**config.mk**
```make
export PLATFORM = sky130hd
export DESIGN_NAME = fold3_adder
export DESIGN_NICKNAME = d
export VERILOG_FILES = /design/src/rtl/fold3_pkg.sv /design/src/rtl/fold3_phase_ctrl.sv /design/src/rtl/fold3_operand_mux.sv /design/src/rtl/fold3_pipe_adder.sv /design/src/rtl/fold3_out_capture.sv /design/src/rtl/fold3_adder.sv
export SDC_FILE = /design/constraint.sdc
export NUM_CORES = 1
export LEC_CHECK = 0
export BUFFER_PORTS_ARGS = -buffer_cell sky130_fd_sc_hd__buf_2
export CAP_MARGIN = 5
export CORE_MARGIN = 5
export CORE_UTILIZATION = 56
export DETAILED_ROUTE_END_ITERATION = 7
export PLACE_DENSITY = 0.91
export SLEW_MARGIN = 20
export SYNTH_ARGS = -nofsm -noshare
export SYNTH_HDL_FRONTEND = slang
export SYNTH_SLANG_ARGS = --single-unit
export TNS_END_PERCENT = 20
```
**constraint.sdc**
```tcl
create_clock -name clk -period 5.72 [get_ports clk]
set_input_delay 0.286 -clock clk [delete_from_list [all_inputs] [get_ports clk]]
set_output_delay 0.286 -clock clk [all_outputs]
set_load 0.02 [all_outputs]
```
**src/rtl/fold3_pkg.sv**
```systemverilog
package fold3_pkg;

  typedef enum logic {
    PART_AB   = 1'b0,
    PART_FEED = 1'b1
  } part_e;

  function automatic logic [31:0] ext_width(input int w);
    return 32'(w + 2);
  endfunction

endpackage

```
**src/rtl/fold3_phase_ctrl.sv**
```systemverilog
module fold3_phase_ctrl
  import fold3_pkg::*;
(
  input  logic  clk,
  input  logic  rst,
  output part_e phase,
  output logic  primed,
  output logic  capture
);

  part_e phase_q;
  logic  primed_q;

  always_ff @(posedge clk) begin
    if (rst) begin
      phase_q  <= PART_AB;
      primed_q <= 1'b0;
    end else begin
      phase_q  <= (phase_q == PART_AB) ? PART_FEED : PART_AB;
      if (phase_q == PART_FEED) primed_q <= 1'b1;
    end
  end

  assign phase   = phase_q;
  assign primed  = primed_q;
  assign capture = primed_q && (phase_q == PART_AB);

endmodule

```
**src/rtl/fold3_operand_mux.sv**
```systemverilog
module fold3_operand_mux
  import fold3_pkg::*;
#(
  parameter int W  = 16,
  parameter int SW = W + 2
) (
  input  part_e         phase,
  input  logic [W-1:0]  a_in,
  input  logic [W-1:0]  b_in,
  input  logic [W-1:0]  c_in,
  input  logic [SW-1:0] feedback,
  output logic [SW-1:0] left_op,
  output logic [SW-1:0] top_op
);

  always_comb begin
    if (phase == PART_AB) begin
      left_op = SW'(a_in);
      top_op  = SW'(b_in);
    end else begin
      left_op = feedback;
      top_op  = SW'(c_in);
    end
  end

endmodule

```
**src/rtl/fold3_pipe_adder.sv**
```systemverilog
module fold3_pipe_adder #(
  parameter int SW = 18
) (
  input  logic          clk,
  input  logic          rst,
  input  logic [SW-1:0] left_op,
  input  logic [SW-1:0] top_op,
  output logic [SW-1:0] sum_q
);

  always_ff @(posedge clk) begin
    if (rst) sum_q <= '0;
    else     sum_q <= left_op + top_op;
  end

endmodule

```
**src/rtl/fold3_out_capture.sv**
```systemverilog
module fold3_out_capture #(
  parameter int SW = 18
) (
  input  logic          clk,
  input  logic          rst,
  input  logic          capture,
  input  logic [SW-1:0] sum_in,
  output logic [SW-1:0] y_q,
  output logic          valid_q
);

  always_ff @(posedge clk) begin
    if (rst) begin
      y_q     <= '0;
      valid_q <= 1'b0;
    end else begin
      valid_q <= capture;
      if (capture) y_q <= sum_in;
    end
  end

endmodule

```
**src/rtl/fold3_adder.sv**
```systemverilog
module fold3_adder
  import fold3_pkg::*;
#(
  parameter int W = 16,
  localparam int SW = int'(ext_width(W))
) (
  input  logic          clk,
  input  logic          rst,
  input  logic [W-1:0]  a_in,
  input  logic [W-1:0]  b_in,
  input  logic [W-1:0]  c_in,
  output logic [SW-1:0] y_out,
  output logic          y_valid
);

  part_e         phase_q;
  logic          primed_q;
  logic          capture_ev;
  logic [SW-1:0] left_op;
  logic [SW-1:0] top_op;
  logic [SW-1:0] pipe_q;

  fold3_phase_ctrl u_ctrl (
    .clk     (clk),
    .rst     (rst),
    .phase   (phase_q),
    .primed  (primed_q),
    .capture (capture_ev)
  );

  fold3_operand_mux #(.W(W), .SW(SW)) u_mux (
    .phase    (phase_q),
    .a_in     (a_in),
    .b_in     (b_in),
    .c_in     (c_in),
    .feedback (pipe_q),
    .left_op  (left_op),
    .top_op   (top_op)
  );

  fold3_pipe_adder #(.SW(SW)) u_add (
    .clk     (clk),
    .rst     (rst),
    .left_op (left_op),
    .top_op  (top_op),
    .sum_q   (pipe_q)
  );

  fold3_out_capture #(.SW(SW)) u_out (
    .clk     (clk),
    .rst     (rst),
    .capture (capture_ev),
    .sum_in  (pipe_q),
    .y_q     (y_out),
    .valid_q (y_valid)
  );

endmodule

```
==> Word-level counts from Yosys, hierarchy flattened <==
Index checks and enable logic that the tools add are counted.
Widths: inputs -> output; s select.
{ "word_totals": {"register_bits": 39, "out_inout_bits": 19} }
{ "op_classes": {"bitwise": 1, "n_mux": 3, "n_reduce_logical": 1, "add_sub_neg": 1} }
{ "ops": {"columns": ["cell", "n"], "rows": [
  ["$add 18x16->18", 1],
  ["$mux 18", 1],
  ["$mux 16", 1],
  ["$logic_and 1x1->1", 1],
  ["$mux 1", 1],
  ["$not 1->1", 1]
]} }

==> Logic depth before layout (Yosys ltp) <==
{ "depth": {"ltp_word": 2, "ltp_mapped": 11} }

==> Modules after synthesis <==
Synthesis repeated with hierarchy kept, for this count alone.
{ "hier_totals": {"cells_unflattened": 265, "area_unflattened_um2": 2672.6} }
{ "modules_own_cells": {"columns": ["mod", "cells_each", "n_inst", "area_per_inst_um2"], "rows": [
  ["fold3_pipe_adder", 159, 1, 1373.8],
  ["fold3_out_capture", 60, 1, 675.6],
  ["fold3_operand_mux", 41, 1, 563.0],
  ["fold3_phase_ctrl", 5, 1, 60.1]
]} }

==> Worst setup path before layout <==
No wires, ideal clock.
{ "synth_path": {"path_kind": "flip-flop to flip-flop", "start": "reg u_ctrl.phase_q (netlist: u_ctrl.phase)", "end": "reg u_add.sum_q[17]", "setup_slack_ns": 3.041, "t_arrival_ns": 2.560, "path_buffers": 2, "path_stages_with_launch": 11, "cell_sequence": "dfxtp_1 -> buf_4 -> buf_1 -> mux2_2 -> ha_1 -> nand4_2 -> o21a_1 -> a211o_1 -> o211ai_2 -> xnor2_1 -> nor3b_2"} }
{ "synth_between": {"elab_chain_len": 2, "word_cells_on_any_way": 3} }
{ "synth_lines": {"columns": ["element", "line", "text"], "rows": [
  ["from (decl)", "fold3_phase_ctrl.sv:11", "part_e phase_q;"],
  ["from (signal assigned)", "fold3_phase_ctrl.sv:19", "phase_q <= (phase_q == PART_AB) ? PART_FEED : PART_AB;"],
  ["$mux 18 / $mux 16 (equally long branches)", "fold3_operand_mux.sv:17", "if (phase == PART_AB) begin"],
  ["$add 18x16->18 *", "fold3_pipe_adder.sv:13", "else sum_q <= left_op + top_op;"],
  ["to (signal assigned)", "fold3_pipe_adder.sv:13", null],
  ["to (decl)", "fold3_pipe_adder.sv:8", "output logic [SW-1:0] sum_q"]
]} }
Every way passes the cells marked *; elsewhere a longest branch is shown, timed or not.
A chain may end at the register's enable or synchronous reset.

==> Worst setup path in the final report <==
{ "layout_path": {"start": "reg u_ctrl.phase_q (netlist: u_ctrl.phase)", "end": "reg u_add.sum_q[12]"} }
Same word-level chain as after synthesis.

==> results.json <==
{
  "start_util_pct": 59.0,
  "htreeDepth": 2,
  "maxCapViolations": 0,
  "grt_max_degree": 39,
  "cts_resized": 0,
  "synth_seq_cells": 39,
  "drtIter0Drc": 211,
  "synth-edff-count": 0,
  "crit_path_end_kind": "flop",
  "syn-num-nets": 344,
  "synth_area_um2": 2390,
  "crit_arrival_ps": 3660,
  "synth_area_leaders": "dfxtp_1, mux2_2, ha_1",
  "nFillCells": 299,
  "area_growth_pct": 18.9,
  "syn_inst": 277,
  "dieArea_um2": 5680,
  "ir_drop_mv": 0.121,
  "remaining_drc_errors": 0,
  "required_ps": 5890,
  "holdPathStages": 2,
  "first_pass_iters": 4,
  "grt_pass1_wl_mm": 10.1,
  "clock.fmax_mhz": 287,
  "hp-start": "u_out.y_q[9]",
  "fp.dieH_um": 75.4,
  "grt_pass1_vias": 2286,
  "ctsHoldBuffers": 0,
  "power_density_nw_per_um2": 321,
  "min_to": "u_out.y_q[9]",
  "max_slew_margin_pct": 51.5,
  "drt-wirelength-per-cell_um": 16.3,
  "timing.final.ws_setup_ps": 2230,
  "antenna_found_initial": 0,
  "drive_gt1_share_pct": 31.4,
  "reg2reg_depth": 11,
  "drt-total-wl_mm": 6.38,
  "grt.overflow.total": 0,
  "status": "finished, final reports clean",
  "worstPathMaxFanout": 23,
  "yosysMostFrequentCell": "nand2_1",
  "clock_path_buffers": 2,
  "rsz0062_at_grt": "false",
  "coreArea_um2": 4060,
  "path_clk_slew_ps": 80,
  "tightest_slew_ps": 727,
  "cts_inserted_buffers": 5,
  "rrSetupSlack_ps": 2230,
  "setup_viol": 0,
  "fin_skew_ps": 10.2,
  "r2r-end": "u_add.sum_q[12]",
  "hold_class": "reg -> reg",
  "grt_util_all_layers_pct": 23.3,
  "synth-main-ff-cell": "dfxtp_1",
  "die_w_um": 75.4,
  "post-route-period-util_pct": 61.0,
  "yosysTopAreaCell": "dfxtp_1",
  "slew_viol_final": 0,
  "p_leak_nw": 1.27,
  "yosysWarnings": 0,
  "cp-start-kind": "flop",
  "ios": 69,
  "viasPerCell": 5.81,
  "cts_num_sinks": 39,
  "layout_min_cycle_time_ps": 3490,
  "postSynth.asyncResetShare_pct": 0,
  "ys_top_cells_by_count": "nand2_1, dfxtp_1, a21oi_1",
  "seq_area_frac_synth_pct": 32.6,
  "hpwl_mm": 4.64,
  "fin_nets": 407,
  "cts_tree": "done",
  "root_buffer": "clkbuf_8",
  "hold_viol": 0,
  "ant_nets": 0,
  "r2r-start": "u_ctrl.phase",
  "post-route-util_pct": 70.1,
  "gp_congestion": 0.828,
  "power_w": 0.000914,
  "clk_latency_ps": 300,
  "path_class": "reg -> reg",
  "io_buffers": 68,
  "post_cts_buffers": 0,
  "dp_slack_ps": 2370,
  "diodes": 0,
  "yosysUniqueCellTypes": 45,
  "postSynthAreaPerCell_um2": 8.64,
  "vias": 2272,
  "synth_top_area_share_pct": 32.6,
  "setup_tns_ps": 0,
  "rows": 23
}
worst max-delay path, cell delays in order, from the launching register on:
cell     delay [ps]
dfxtp_1         780
buf_4           410
mux2_1          360
ha_1            250
inv_1            90
fa_1            190
nor2b_1          80
o31ai_1         350
a21oi_1         270
a21oi_1         280
xor2_1          220
nor2_1           60
cell families (layout without fill, tap and decap cells):
group | Yosys count | count (layout) | share of synthesized area (%)
AOI/OAI and AO/OA | 64 | 64 | 16.8
xor gates and xnor gates | 12 | 12 | 4.39
adders and majority gates | 17 | 17 | 9.20
buffers and inverters | 17 | 81 | 3.92
DFF | 39 | 39 | 32.6
muxes | 32 | 32 | 15.0
and+or+nand+nor | 96 | 96 | 18.1
report_power, final:
part | total (W) | switching, W | internal (W)
logic | 0.000330 | 0.000183 | 0.000147
registers | 0.000340 | 0.0000291 | 0.000311
clock network | 0.000243 | 0.000102 | 0.000141
total | 0.000914 | 0.000315 | 0.000599
placed cells by master (no fill, tap or decap), types with 3 or more instances in the layout:
master / n
buf_2: 68
nand2_1: 43
dfxtp_1: 39
a21oi_1: 32
nor2_1: 25
mux2_2: 24
ha_1: 16
nor3_1: 9
xor2_1: 7
mux2_1: 6
clkbuf_8: 6
nor2b_1: 5
xnor2_1: 5
inv_1: 4
o21a_1: 4
o21ai_0: 4
a211oi_1: 3
o21ai_1: 3
metrics by stage:
| step | instance area (um2) | hold slack (ps) | cells |
|---|---|---|---|
| after global routing | 2850 | 472 | 391 |
| after detailed placement | 2730 | 444 | 383 |
| after floorplan | 2390 | 360 | 277 |
| after global placement | 2730 | 439 | 383 |
| final | 2850 | 453 | 391 |
| after CTS | 2840 | 453 | 391 |
state kept, by name, indices dropped and copies added (netlist names):
name	count
u_ctrl.primed	1
u_out.valid_q	1
u_ctrl.phase	1
u_add.sum_q	18
u_out.y_q	18
per-layer routing:
layer  share of wire [%]  up-vias  track usage, %
met5                   0        -               0
met4                 2.1        0            10.9
met3                 7.5       19            5.54
met2                  51       95            40.6
met1                  39     1059            26.8
li1                    -     1099               -
area by class of cell:
class	instances	area (um2)	area share (%)
Timing Repair Buffer	69	348	12.2
Clock buffer	6	82.6	2.90
Clock inverter	2	35.0	1.23
Multi-Input combinational cell	221	1520	53.5
Inverter	4	15.0	0.528
Tap cell	50	62.6	2.20
Sequential cell	39	781	27.4
how the worst max path moves through the flow:
stage	from	to	slack, ps	cells past startpoint
5_1_grt	u_ctrl.phase	u_add.sum_q[12]	2020	11
3_5_place_dp	u_ctrl.phase	u_add.sum_q[12]	2370	11
3_3_place_gp	u_ctrl.phase	u_add.sum_q[16]	2620	11
4_1_cts	u_ctrl.phase	u_add.sum_q[12]	2330	11
6_report	u_ctrl.phase	u_add.sum_q[12]	2230	11
2_1_floorplan	u_ctrl.phase	u_add.sum_q[17]	3040	10
Power figures use the tool's default switching activity.
